### src/rtl/sdac_pkg.sv
package sdac_pkg;

   typedef enum logic [2:0] {
      ST_IDLE,
      ST_CSSU,
      ST_FSSU,
      ST_LO,
      ST_HI,
      ST_END,
      ST_GAP
   } sdac_state_e;

   function automatic int imax(input int a, input int b);
      return (a > b) ? a : b;
   endfunction

endpackage

### src/rtl/sdac_wait_timer.sv
module sdac_wait_timer #(
   parameter int CNT_W = 4
) (
   input  logic             clk,
   input  logic             rst_n,
   input  logic             load,
   input  logic [CNT_W-1:0] load_val,
   output logic             expired
);

   logic [CNT_W-1:0] cnt_q;

   always_ff @(posedge clk or negedge rst_n) begin
      if (!rst_n) begin
         cnt_q <= '0;
      end else if (load) begin
         cnt_q <= load_val;
      end else if (cnt_q != '0) begin
         cnt_q <= cnt_q - 1'b1;
      end
   end

   assign expired = (cnt_q == '0);

endmodule

### src/rtl/sdac_word_shifter.sv
module sdac_word_shifter #(
   parameter int WORD_W = 16
) (
   input  logic              clk,
   input  logic              rst_n,
   input  logic              load,
   input  logic [WORD_W-1:0] load_word,
   input  logic              advance,
   output logic              sdo,
   output logic              last_bit
);

   localparam int RW = $clog2(WORD_W + 1);

   logic [WORD_W-1:0] shreg_q;
   logic [RW-1:0]     left_q;

   always_ff @(posedge clk or negedge rst_n) begin
      if (!rst_n) begin
         shreg_q <= '0;
         left_q  <= '0;
      end else if (load) begin
         shreg_q <= load_word;
         left_q  <= RW'(WORD_W);
      end else if (advance) begin
         shreg_q <= {shreg_q[WORD_W-2:0], 1'b0};
         left_q  <= (left_q != '0) ? left_q - 1'b1 : left_q;
      end
   end

   assign sdo      = shreg_q[WORD_W-1];
   assign last_bit = (left_q == RW'(1));

endmodule

### src/rtl/sdac_frame_seq.sv
module sdac_frame_seq
   import sdac_pkg::*;
#(
   parameter int CNT_W     = 4,
   parameter int T_CS      = 3,
   parameter int T_FS      = 2,
   parameter int T_LO      = 7,
   parameter int T_HI      = 7,
   parameter int T_LAST    = 7,
   parameter int T_END     = 3,
   parameter int T_GAP     = 5,
   parameter bit FS_UPDATE = 1'b0
) (
   input  logic             clk,
   input  logic             rst_n,
   input  logic             in_valid,
   input  logic             last_bit,
   input  logic             tmr_expired,
   output logic             in_ready,
   output logic             tmr_load,
   output logic [CNT_W-1:0] tmr_val,
   output logic             sh_load,
   output logic             sh_adv,
   output logic             done,
   output logic             cs_n,
   output logic             fs,
   output logic             sclk
);

   localparam logic [CNT_W-1:0] V_CS   = CNT_W'(T_CS - 1);
   localparam logic [CNT_W-1:0] V_FS   = CNT_W'(T_FS - 1);
   localparam logic [CNT_W-1:0] V_LO   = CNT_W'(T_LO - 1);
   localparam logic [CNT_W-1:0] V_HI   = CNT_W'(T_HI - 1);
   localparam logic [CNT_W-1:0] V_LAST = CNT_W'(T_LAST - 1);
   localparam logic [CNT_W-1:0] V_END  = CNT_W'(T_END - 1);
   localparam logic [CNT_W-1:0] V_GAP  = CNT_W'(T_GAP - 1);

   sdac_state_e st_q, st_d;
   logic        end_fs_hi;

   generate
      if (FS_UPDATE) begin : g_fs_latch
         assign end_fs_hi = 1'b1;
      end else begin : g_edge_latch
         assign end_fs_hi = 1'b0;
      end
   endgenerate

   always_comb begin
      st_d     = st_q;
      tmr_load = 1'b0;
      tmr_val  = '0;
      sh_load  = 1'b0;
      sh_adv   = 1'b0;
      unique case (st_q)
         ST_IDLE: if (in_valid) begin
            st_d     = ST_CSSU;
            tmr_load = 1'b1;
            tmr_val  = V_CS;
            sh_load  = 1'b1;
         end
         ST_CSSU: if (tmr_expired) begin
            st_d     = ST_FSSU;
            tmr_load = 1'b1;
            tmr_val  = V_FS;
         end
         ST_FSSU: if (tmr_expired) begin
            st_d     = ST_LO;
            tmr_load = 1'b1;
            tmr_val  = last_bit ? V_LAST : V_LO;
         end
         ST_LO: if (tmr_expired) begin
            sh_adv   = 1'b1;
            tmr_load = 1'b1;
            if (last_bit) begin
               st_d    = ST_END;
               tmr_val = V_END;
            end else begin
               st_d    = ST_HI;
               tmr_val = V_HI;
            end
         end
         ST_HI: if (tmr_expired) begin
            st_d     = ST_LO;
            tmr_load = 1'b1;
            tmr_val  = last_bit ? V_LAST : V_LO;
         end
         ST_END: if (tmr_expired) begin
            st_d     = ST_GAP;
            tmr_load = 1'b1;
            tmr_val  = V_GAP;
         end
         ST_GAP: if (tmr_expired) begin
            st_d = ST_IDLE;
         end
         default: st_d = ST_IDLE;
      endcase
   end

   always_ff @(posedge clk or negedge rst_n) begin
      if (!rst_n) begin
         st_q <= ST_IDLE;
         cs_n <= 1'b1;
         fs   <= 1'b1;
         sclk <= 1'b1;
         done <= 1'b0;
      end else begin
         st_q <= st_d;
         cs_n <= !(st_d inside {ST_CSSU, ST_FSSU, ST_LO, ST_HI, ST_END});
         fs   <= !((st_d inside {ST_FSSU, ST_LO, ST_HI}) ||
                   ((st_d == ST_END) && !end_fs_hi));
         sclk <= (st_d != ST_LO);
         done <= (st_d == ST_GAP) && (st_q != ST_GAP);
      end
   end

   assign in_ready = (st_q == ST_IDLE);

endmodule

### src/rtl/sdac_frame_ctrl.sv
module sdac_frame_ctrl
   import sdac_pkg::*;
#(
   parameter int WORD_W      = 16,
   parameter int CS_FS_CYC   = 3,
   parameter int FS_SCK_CYC  = 2,
   parameter int SCK_HI_CYC  = 7,
   parameter int SCK_LO_CYC  = 7,
   parameter int DAT_SU_CYC  = 2,
   parameter int DAT_HD_CYC  = 2,
   parameter int LAST_FS_CYC = 3,
   parameter int END_CS_CYC  = 3,
   parameter int FS_GAP_CYC  = 5,
   parameter bit FS_UPDATE   = 1'b0
) (
   input  logic              clk,
   input  logic              rst_n,
   input  logic              in_valid,
   output logic              in_ready,
   input  logic [WORD_W-1:0] in_word,
   output logic              done,
   output logic              dac_cs_n,
   output logic              dac_fs,
   output logic              dac_sclk,
   output logic              dac_sdo
);

   localparam int T_CS   = CS_FS_CYC;
   localparam int T_FS   = imax(FS_SCK_CYC, DAT_SU_CYC);
   localparam int T_LO   = imax(SCK_LO_CYC, DAT_HD_CYC);
   localparam int T_HI   = imax(SCK_HI_CYC, DAT_SU_CYC);
   localparam int T_LAST = imax(T_LO, LAST_FS_CYC);
   localparam int T_END  = END_CS_CYC;
   localparam int T_GAP  = FS_GAP_CYC;
   localparam int T_MAX  = imax(imax(imax(T_CS, T_FS), imax(T_HI, T_LAST)),
                                imax(T_END, T_GAP));
   localparam int CNT_W  = imax(1, $clog2(T_MAX + 1));

   generate
      if (WORD_W < 2) begin : g_bad_width
         $error("sdac_frame_ctrl: WORD_W must be at least 2");
      end
      if (CS_FS_CYC < 1 || FS_SCK_CYC < 1 || SCK_HI_CYC < 1 || SCK_LO_CYC < 1 ||
          DAT_SU_CYC < 1 || DAT_HD_CYC < 1 || LAST_FS_CYC < 1 ||
          END_CS_CYC < 1 || FS_GAP_CYC < 1) begin : g_bad_timing
         $error("sdac_frame_ctrl: every interval needs at least one cycle");
      end
   endgenerate

   logic             tmr_load;
   logic [CNT_W-1:0] tmr_val;
   logic             tmr_expired;
   logic             sh_load;
   logic             sh_adv;
   logic             last_bit;

   sdac_wait_timer #(.CNT_W(CNT_W)) u_timer (
      .clk      (clk),
      .rst_n    (rst_n),
      .load     (tmr_load),
      .load_val (tmr_val),
      .expired  (tmr_expired)
   );

   sdac_word_shifter #(.WORD_W(WORD_W)) u_shifter (
      .clk       (clk),
      .rst_n     (rst_n),
      .load      (sh_load),
      .load_word (in_word),
      .advance   (sh_adv),
      .sdo       (dac_sdo),
      .last_bit  (last_bit)
   );

   sdac_frame_seq #(
      .CNT_W     (CNT_W),
      .T_CS      (T_CS),
      .T_FS      (T_FS),
      .T_LO      (T_LO),
      .T_HI      (T_HI),
      .T_LAST    (T_LAST),
      .T_END     (T_END),
      .T_GAP     (T_GAP),
      .FS_UPDATE (FS_UPDATE)
   ) u_seq (
      .clk         (clk),
      .rst_n       (rst_n),
      .in_valid    (in_valid),
      .last_bit    (last_bit),
      .tmr_expired (tmr_expired),
      .in_ready    (in_ready),
      .tmr_load    (tmr_load),
      .tmr_val     (tmr_val),
      .sh_load     (sh_load),
      .sh_adv      (sh_adv),
      .done        (done),
      .cs_n        (dac_cs_n),
      .fs          (dac_fs),
      .sclk        (dac_sclk)
   );

endmodule

### config.mk
export PLATFORM = sky130hd
export DESIGN_NAME = sdac_frame_ctrl
export DESIGN_NICKNAME = d
export VERILOG_FILES = /design/src/rtl/sdac_pkg.sv /design/src/rtl/sdac_wait_timer.sv /design/src/rtl/sdac_word_shifter.sv /design/src/rtl/sdac_frame_seq.sv /design/src/rtl/sdac_frame_ctrl.sv
export SDC_FILE = /design/constraint.sdc
export NUM_CORES = 1
export LEC_CHECK = 0
export BUFFER_PORTS_ARGS = -buffer_cell sky130_fd_sc_hd__buf_2
export CAP_MARGIN = 20
export CORE_MARGIN = 2
export CORE_UTILIZATION = 39
export CTS_CLUSTER_DIAMETER = 50
export DETAILED_ROUTE_END_ITERATION = 7
export SKIP_LAST_GASP = 1
export SYNTH_ARGS = -nofsm -noshare
export SYNTH_HDL_FRONTEND = slang
export SYNTH_HIERARCHICAL = 1
export SYNTH_SLANG_ARGS = --single-unit
### constraint.sdc
create_clock -name clk -period 4.99 [get_ports clk]
set_input_delay 0.7485 -clock clk [delete_from_list [all_inputs] [get_ports clk]]
set_output_delay 0.7485 -clock clk [all_outputs]
set_load 0.005 [all_outputs]
# Yosys cells after proc, flatten, opt, wreduce, memory -nomap -nowiden
# Index checks and enable logic that the tools add are counted.
dict set report word_totals {
  register_bits 31
  input_bits 19
  wordCells 68
}
dict set report op_classes {
  n_addsub 2
  eq_ne 15
  mux 27
  reduce_logical 16
}
# cell n
set ops {}
lappend ops {{two-way mux 3 bit} 12}
lappend ops {{two-way mux 16 bit} 2}
lappend ops {{equality test 3 bit (second input constant)} 6}
lappend ops {{one-hot mux 3 bit (6 select lines)} 1}
lappend ops {{two-way mux 5 bit} 3}
lappend ops {{one-hot mux 3 bit (5 select lines)} 1}
lappend ops {{equality test 3 x 2 -> 1 bit (second input constant)} 4}
lappend ops {{nonzero test 5 bit} 2}
lappend ops {{equality test 3 x 1 -> 1 bit (second input constant)} 2}
lappend ops {{zero test 3 bit} 2}
lappend ops {{two-way mux 1 bit} 6}
lappend ops {{nonzero test 2 bit} 3}
lappend ops {{nonzero test 3 bit} 2}
lappend ops {{equality test 5 x 1 -> 1 bit (second input constant)} 1}
lappend ops {{OR reduction 5 bit} 1}
lappend ops {{subtractor 5 x 1 -> 5 bit (second input constant)} 1}
lappend ops {{!= test 3 x 2 -> 1 bit (second input constant)} 1}
lappend ops {{!= test 3 bit (second input constant)} 1}
lappend ops {{subtractor 3 x 1 -> 3 bit (second input constant)} 1}
lappend ops {{zero test 1 bit} 2}
lappend ops {{two-way mux 2 bit} 1}
lappend ops {{one-hot mux 1 bit (2 select lines)} 1}
lappend ops {{AND reduction 2 bit} 1}
lappend ops {{OR reduction 2 bit} 1}
lappend ops {{2 further kinds} 2}

# Longest topological paths before layout
# Gate-level depths: netlist of the first run.
dict set report depth {
  depth_word 8
  ltp_mapped 10
  ltp_nobuf 9
}

# Hierarchy
# The synthesis of the first run kept the hierarchy.
# mod instances cells_each area_per_inst_um2 seq_area_each_um2
set by_module_without_submodules {}
lappend by_module_without_submodules {sdac_word_shifter 1 99 1009.7 525.5}
lappend by_module_without_submodules {sdac_frame_seq 1 50 444.2 178.9}
lappend by_module_without_submodules {sdac_wait_timer 1 21 200.2 75.1}

# Worst setup path after synthesis of the first run
# Ideal clock, no wire load.
dict set report synth_timing {
  kind {reg-to-reg}
  startpoint {register u_timer.cnt_q[0]}
  endpoint {register u_shifter.left_q[2]}
  setup_time_ns 0.079
  arrival_time_ns 1.744
  required_time_ns 4.911
  slack_ns 3.168
  path_stages_with_launch 11
  n_path_buf 1
  path_cell_list {dfrtp_1 -> inv_1 -> ha_1 -> nand2b_1 -> inv_1 -> clkbuf_2 -> nand2_1 -> nor2_1 -> nand2_1 -> or3_2 -> a21oi_1}
}
dict set report synth_between {
  elab_chain_cells 5
}
# element line
set synth_rtl {}
lappend synth_rtl {{from (decl)} sdac_wait_timer.sv:11} ;# logic [CNT_W-1:0] cnt_q;
lappend synth_rtl {{from (signal assigned)} sdac_wait_timer.sv:17} ;# cnt_q <= load_val;
lappend synth_rtl {{from (signal assigned)} sdac_wait_timer.sv:19} ;# cnt_q <= cnt_q - 1'b1;
lappend synth_rtl {{zero test 3 bit} sdac_wait_timer.sv:23} ;# assign expired = (cnt_q == '0);
lappend synth_rtl {{net tmr_expired} sdac_frame_ctrl.sv:52} ;# logic tmr_expired;
lappend synth_rtl {{two-way mux 1 bit} sdac_frame_seq.sv:72} ;# ST_LO: if (tmr_expired) begin
lappend synth_rtl {{two-way mux 1 bit} sdac_frame_seq.sv:55} ;# unique case (st_q)
lappend synth_rtl {{net sh_adv} sdac_frame_ctrl.sv:54} ;# logic sh_adv;
lappend synth_rtl {{nonzero test 2 bit (no line)} n/a}
lappend synth_rtl {{AND reduction 2 bit (no line)} n/a}
lappend synth_rtl {{to (signal assigned)} sdac_word_shifter.sv:24} ;# left_q <= RW'(WORD_W);
lappend synth_rtl {{to (signal assigned)} sdac_word_shifter.sv:27} ;# left_q <= (left_q != '0) ? left_q - 1'b1 : left_q;
lappend synth_rtl {{to (decl)} sdac_word_shifter.sv:16} ;# logic [RW-1:0] left_q;
# The timed path passes the listed nets, and every way through them passes these cells.
# A chain may end at the register's enable or synchronous reset.

# Worst setup path after layout of the first run
dict set report layout_timing {
  startpoint {register u_timer.cnt_q[0]}
  endpoint {register u_shifter.left_q[3]}
}
# Same word-level chain as after synthesis.

==> run summary, run 1 <==
Counting I/O delays and the setup requirement, the final critical path takes 2.49 ns. The iteration-0 DRC count of the detailed router was 75; the area overhead of the layout relative to synthesis was 18.2%. Row generation in the floorplan step produced 23 rows. The endpoint arrival time on the critical path was 2.70 ns; the overall die width was 69.1 um. Synthesis produced 170 cells.

The vertical die dimension is 69.1 um, and the total negative slack is 0 ns. Power spread over the standard cell area amounts to 607 nW/um^2. Clock latency on the worst-skew pair, taken at its later pin, is 0.28 ns. TritonCTS built the clock tree. The most critical setup path has its startpoint at u_timer/cnt_q[0]$_DFFE_PN0P_.

The run gives 0.000815 uW as the total leakage power. Summing every instance area after synthesis gives 1650 sq um. The clock sink total is 31, and the reported max-cap violation count is 0. The overall track demand over capacity in global routing was 15.7%. Summing all multi-input logic gate instances after layout gives 776 sq um. The slack of the worst reg-to-reg path came out at 2.50 ns.

The biggest area contributor in the post-synthesis netlist is sky130_fd_sc_hd__dfrtp_1. Measured on the finished design, the core utilization comes to 48.5%. Measured against its own limit, the worst slew margin works out to 55.1%. The post-route netlist has 24.2% of its cells at a drive strength greater than 1.

The via count normalized by instance count is 5.29, and the register bit count reported by yosys is 31. The first global-routing pass estimated 5970 um of wire. Counting along the longest clock path gives a buffer depth of 2.

The Yosys step of the flow raised 6 warnings. The number of max-slew violations in the final report was 0. The count of buffers added on input and output ports is 24.

The flow ran to the end, and the final reports show no timing, DRC or antenna violations. The tree is rooted in a sky130_fd_sc_hd__clkbuf_8. The post-route clock period utilization is 49.9%, and the required time at the endpoint of the critical path is 5.20 ns. Static timing analysis puts the maximum clock frequency at 402 MHz. Of the synthesized area, sequential elements account for 47.1%. Count of fill cells added during filler insertion: 379.

In the final design database the tool counted 216 nets. Final RePlAce weighted congestion: 0.840. The total inserted antenna cells is 0. After legalization and detailed placement, the total HPWL measured 2370 um. In the final routed layout, each cell accounts on average for 13.9 um. Across the VDD grid, the largest voltage drop is 0.345 mV. The first detailed-routing pass took 4 iterations.

Area share of the leading cell type in the synthesized netlist: 42.4%. For the area of the core region, the log shows 4030 sq um. Counting the buffers created by CTS gives 5. The tools report the aggregate routed wire length as 3400 um. The worst register-to-register path ends at u_shifter/left_q[3]$_DFFE_PN0P_. In this run the cell area measured after placement is 1810 sq um. After detailed routing, the number of remaining DRC violations is 0. In the final layout, flip-flops and latches occupy 779 sq um. Entering global routing, the biggest net connects 38 pins.

Including well taps, the total number of placed cells is 235. Once the clock tree was built, the setup fixing pass inserted 0 buffers. The cell count of the worst reg-to-reg path works out to 10. The register clock-pin slew on the reported worst setup and hold paths came out at 0.06 ns. The floorplan step defined a die boundary enclosing 4780 sq um. Type of the worst min-delay path: input pin to async pin. The tools report the via count of the first global-routing pass as 1,324. The total count of hold-check failures in the final report is 0, and the starting density of the core is 41.1%. The worst setup skew after layout came out at 0.00501 ns. Once layout is done, the placed cells without fillers occupy 1960 sq um. Setup repair after global routing left no endpoint under its margin. The tools report the non-filler instance count after layout as 244. In this run the worst path has a maximum fanout of 16.

The startpoint of the worst-slack reg-to-reg timing path is u_timer/cnt_q[0]$_DFFE_PN0P_. The tools report the quantity of hold-fixing buffers added after cts as 0. The run gives 0 as the number of antenna violations at the first check in global routing. The final global-route overflow total is 0. The post-synthesis net count came out at 193. The synthesized area divided by synthesized cell count came out at 9.73 sq um. In this run, post-CTS repair resized a total of 0 instances. In this run the number of H-tree levels came out at 2. Detailed-route via count: 1,291.

STA classifies the critical path startpoint as a register. For the pin with the worst max-slew slack, the measured transition is 0.673 ns. 25 I/O pins were placed. Yosys attributes the largest share of cell area to sky130_fd_sc_hd__dfrtp_1 (42%), sky130_fd_sc_hd__mux2i_1 (9.1%), sky130_fd_sc_hd__o21ai_0 (5.7%). Yosys mapped the design onto 44 distinct sky130hd cell types.

Setup violations remaining at the end of the flow were counted as 0. The detail route stage leaves a number of antenna-violating nets equal to 0. The critical path in this run is classified as register to register. The worst setup path is captured at a register. The post-route worst hold slack came out at 0.498 ns.
[logic make-up after synthesis]
logic type | share of synthesized area, %
adder cells (fa/ha/maj) | 3.03
flip-flops | 47.1
multiplexers | 9.08
buffers and inverters | 6.13
XOR/XNOR | 0.530
AND/OR/NAND/NOR | 17.8
AO/OA/AOI/OAI | 16.3
[worst max-delay path by stage]
stage                     slack, ns                              end  cells past startpoint
after floorplan                3.17  u_shifter/left_q[2]$_DFFE_PN0P_                     10
after global placement         2.21  u_shifter/left_q[2]$_DFFE_PN0P_                      9
after detailed placement       2.48  u_shifter/left_q[3]$_DFFE_PN0P_                     10
after CTS                      2.47  u_shifter/left_q[3]$_DFFE_PN0P_                     10
after global routing           2.23  u_shifter/left_q[3]$_DFFE_PN0P_                     10
final                          2.50  u_shifter/left_q[3]$_DFFE_PN0P_                     10
[cell usage after synthesis (all sizes together)]
library cell / count
a31oi: 2
a311oi: 2
a21o: 2
nor2b: 3
nand3b: 1
clkbuf: 3
inv: 12
and2: 1
ha: 4
and2b: 1
a221oi: 1
nand2: 25
o22ai: 1
nand3: 1
nor3: 3
a22o: 1
a32oi: 1
xnor2: 1
o31ai: 1
or3b: 1
o211a: 1
nand2b: 6
nor2: 6
a22oi: 1
a211oi: 1
or4b: 1
dfstp: 3
a21oi: 7
nor4b: 4
dfrtp: 28
mux2i: 15
or3: 1
buf: 7
o2bb2ai: 1
o21ai: 21
[power by group]
group / total, uW / internal (uW) / switching (uW)
sequential: 482 / 375 / 107
clock: 250 / 161 / 89.0
combinational: 454 / 215 / 239
total: 1190 / 751 / 435
[area by class of cell]
class / count / area share, %
Inverter: 12 / 2.30
Multi-Input combinational cell: 117 / 39.7
Tap cell: 50 / 3.20
Sequential cell: 31 / 39.9
Clock inverter: 2 / 1.79
Timing Repair Buffer: 26 / 8.96
Clock buffer: 6 / 4.22
[worst max-delay path: stages, from the launching register on]
cell and delay (ns):
sky130_fd_sc_hd__dfrtp_1 0.40, sky130_fd_sc_hd__inv_1 0.09, sky130_fd_sc_hd__ha_1 0.20, sky130_fd_sc_hd__nand2b_1 0.11, sky130_fd_sc_hd__inv_1 0.19, sky130_fd_sc_hd__nand2_1 0.14, sky130_fd_sc_hd__nor2_2 0.45, sky130_fd_sc_hd__buf_16 0.22
sky130_fd_sc_hd__nor4b_1 0.35, sky130_fd_sc_hd__nand3b_1 0.13, sky130_fd_sc_hd__a21oi_1 0.14
[sequential cells by signal, indices dropped and copies added, names as in the netlist]
signal,flops
u_timer/cnt_q,3
u_seq/done,1
u_seq/fs,1
u_seq/sclk,1
u_seq/st_q,3
u_seq/cs_n,1
u_shifter/left_q,5
u_shifter/shreg_q,16
[cells in the final DEF (no fill, tap or decap), types with 2 or more instances in the layout]
cell type / Yosys / layout
sky130_fd_sc_hd__nor2b_1: 3 / 3
sky130_fd_sc_hd__o21ai_1: 2 / 2
sky130_fd_sc_hd__a21oi_1: 6 / 6
sky130_fd_sc_hd__buf_2: 5 / 24
sky130_fd_sc_hd__o21ai_0: 19 / 19
sky130_fd_sc_hd__nand2b_1: 5 / 5
sky130_fd_sc_hd__dfstp_2: 3 / 3
sky130_fd_sc_hd__a311oi_1: 2 / 2
sky130_fd_sc_hd__a21o_1: 2 / 2
sky130_fd_sc_hd__inv_2: 2 / 2
sky130_fd_sc_hd__dfrtp_1: 28 / 28
sky130_fd_sc_hd__ha_1: 4 / 4
sky130_fd_sc_hd__buf_16: 0 / 2
sky130_fd_sc_hd__nand2_1: 24 / 24
sky130_fd_sc_hd__a31oi_1: 2 / 2
sky130_fd_sc_hd__nor2_1: 6 / 5
sky130_fd_sc_hd__clkbuf_8: 0 / 6
sky130_fd_sc_hd__inv_1: 10 / 10
sky130_fd_sc_hd__nor3_1: 2 / 2
sky130_fd_sc_hd__mux2i_1: 15 / 15
sky130_fd_sc_hd__nor4b_1: 4 / 4
[per-stage QoR]
stage | total power [uW] | setup WS [ns]
final | 1190 | 2.50
after global routing | 1280 | 2.23
after CTS | 1190 | 2.47
after detailed placement | 925 | 2.48
after global placement | 885 | 2.21
after floorplan | 809 | 3.17
[metal layers]
layer  global-route usage (%)  routed length, um  up-vias
met2                     26.6               1710       41
met3                     5.26                185        9
met5                        0                  0        -
met1                     17.6               1410      607
met4                     7.41                 89        0
li1                         -                  -      634
No activity file was read; power rests on OpenSTA's default activity.
==> inputs of run 2 (changes only) <==
- clock period: 4.99 -> 2.4 ns (I/O delays scaled with it)
==> run 2 against run 1 <==
  * Sequential share of layout area rose by 0.83 points
  * Via count fell by 2.9%
  * Critical path type unchanged
  * Non-clock buffer count did not move
  * Critical endpoint is now u_shifter/left_q[1]$_DFFE_PN0P_
==> run summary, run 2 (synthesis results as in run 1) <==
The pre-antenna-repair detailed-routing pass consisted of 4 iterations. The clock reaches the later pin of the worst-skew pair after 0.28 ns. The I/O pin count came out at 25.

The worst setup skew after layout is 0.00436 ns, and the register clock-pin slew on the reported worst setup and hold paths is 0.06 ns. The tools report the overall track demand over capacity in global routing as 14.3%. The tools report the starting density of the core as 41.1%.

Type of origin of the critical path: a register. The library cell used as clock root buffer was sky130_fd_sc_hd__clkbuf_8. The number of placed instances, taps included, is 236. Summed over all layers, the global routing overflow is 0.

The type of the setup path with the least slack is register to register. The number of buffers and inverters on the critical path is 3. The worst path in the final design needs a cycle of 2.10 ns, including I/O delays and setup.

0 antenna diodes ended up in the layout. IR analysis of the VDD net gives a maximum drop of 0.584 mV. Most prevalent standard cell on the critical path: sky130_fd_sc_hd__inv_1. The critical-path cell with the highest stage delay is sky130_fd_sc_hd__dfrtp_1.

The number of instances resized during post-cts repair is 0, and the worst path setup slack after routing is 0.296 ns. The biggest fanout along the worst timing path was 19; the required time at the endpoint of the critical path was 2.58 ns. The finished cells cover 1920 sq um. The deepest level of the CTS H-tree was 2. Of the cells placed in the final design, the portion with a size suffix greater than 1 is 24.2%.

The overall die width was 69.1 um. The library cell used most frequently in the layout, excluding fill and tap cells, is sky130_fd_sc_hd__dfrtp_1. The flow ran to the end, and the final reports show no timing, DRC or antenna violations. The finished layout holds 244 standard cells, fillers aside. Dividing the detail-routed wire length by the instance count gives 13.0 um. The flip-flop count of the largest register, all copies and words added came out at 16. The logs give 0 for the number of failing setup endpoints in the final timing report and 475 MHz for the peak clock frequency supported by timing. Critical path endpoint category: a register. The register with the most flip-flops in the final layout is u_shifter/shreg_q.

Maximum cell stage delay along the critical path: 0.39 ns. After detailed routing, the number of remaining DRC violations is 0. Wires add up to 3170 um.

The largest registers in the layout are u_shifter/shreg_q: 16 flops, u_shifter/left_q: 5 flops. Prior to clock tree synthesis, the placed netlist has a worst setup slack of 0.321 ns. The run gives 1800 sq um as the placed instance area. The power density normalized to cell area is 1260 nW/um^2. In the final layout, flip-flops and latches occupy 779 sq um. The clock sink total was 31.

Summing all multi-input logic gate instances after layout gives 776 sq um. The total negative slack is 0 ns, and the final RePlAce weighted congestion is 0.801. The tools report the largest net degree at the start of global routing as 35. The pin slew with the least headroom to its limit was 0.674 ns.

The tools report the maximum buffer depth of the clock tree as 2. The analysis attributes to cell leakage a power of 0.000803 uW. The logs give 5 for the number of buffers created by CTS and 1,253 for the detailed-route via count. In this design, the largest share of critical-path delay is due to buffers and inverters. Total count of hold-check failures in the final report: 0. Count of fill cells added during filler insertion: 373. TritonCTS built the clock tree. In this run the vertical extent of the chip is 69.1 um. For the reported max-cap violation count, the log shows 0.

The top cell types in the final layout, fill and taps aside, are sky130_fd_sc_hd__dfrtp_1 (28), sky130_fd_sc_hd__buf_2 (24), sky130_fd_sc_hd__nand2_1 (24), sky130_fd_sc_hd__o21ai_0 (19), sky130_fd_sc_hd__mux2i_1 (15). The count of input and output buffers is 24, and the number of rows created at floorplan is 23. The first global-routing pass estimated 5490 um of wire. The area overhead of the layout relative to synthesis was 15.8%.

Traced cell by cell, the critical path runs through inv_1, ha_1, nand2b_1, inv_1, nand2_1, nor2_2, buf_4, a21oi_1, a311oi_1. Setup repair after global routing left no endpoint under its margin. The floorplan step defined a die boundary enclosing 4780 sq um.

The via count normalized by instance count was 5.14; the endpoint arrival time on the critical path was 2.29 ns. Measured against its own limit, the worst slew margin works out to 55.1%. After layout, the worst path uses 87.7% of the clock period. The number of max-slew violations in the final report was 0. The tools report the estimated wirelength of the detail-placed design as 2250 um.

In this run, post-CTS hold repair placed 0 buffers. The net count of the finished layout was 216; the area of the core region was 4030 sq um. The number of antenna violations at the first check in global routing came out at 0. The run gives 1,190 as the via count of the first global-routing pass. The total setup buffers inserted after CTS was 0; the count of antenna-violating nets left after detailed routing was 0.

The first routing iteration left 48 violations. The path class of the tightest hold or removal check is input pin to async pin.
-- run 2: cell counts in the layout (fill, tap and decap cells not counted) --
Identical to the previous run, type by type.
-- run 2: final cells by class --
type                    instances  area share (%)
clock inverters                 2            1.83
repair buffers                 26            7.05
clock buffers                   6            4.31
flip-flops and latches         31            40.7
well taps                      50            3.27
inverters                      12            2.35
multi-input cells             117            40.5
-- run 2: final timing paths --
kind                                                  start                               end  slack, ns  cells after the start
hold reg to reg            u_shifter/shreg_q[0]$_DFFE_PN0P_  u_shifter/shreg_q[0]$_DFFE_PN0P_       0.54                      2
hold / removal                                        rst_n   u_shifter/left_q[2]$_DFFE_PN0P_       0.11                      1
min in group clk                                 in_word[7]  u_shifter/shreg_q[7]$_DFFE_PN0P_       0.28                      3
setup reg to reg               u_timer/cnt_q[0]$_DFFE_PN0P_   u_shifter/left_q[1]$_DFFE_PN0P_       0.30                      9
max in group asynchronous                             rst_n           u_seq/st_q[1]$_DFF_PN0_       1.85                      1
setup / recovery               u_timer/cnt_q[0]$_DFFE_PN0P_   u_shifter/left_q[1]$_DFFE_PN0P_       0.30                      9
-- run 2: routing by layer --
layer | GRT usage [%] | vias up | routed length, um
met1 | 18.4 | 586 | 1440
met5 | 0 | - | 0
li1 | - | 630 | -
met3 | 3.80 | 7 | 138
met2 | 22.5 | 30 | 1530
met4 | 6.54 | 0 | 59
-- run 2: power breakdown --
group	total [uW]	switching (uW)	internal (uW)
combinational	891	473	418
sequential	992	213	779
clock	530	194	336
-- run 2: metrics by stage --
step           hold slack [ns]  power (uW)  utilization (%)
2_1_floorplan           0.0644        1680                -
3_3_place_gp             0.436        1850             44.6
3_5_place_dp             0.442        1900             44.6
4_1_cts                  0.132        2440             47.5
5_1_grt                  0.166        2620             47.5
6_report                 0.113        2410             47.5
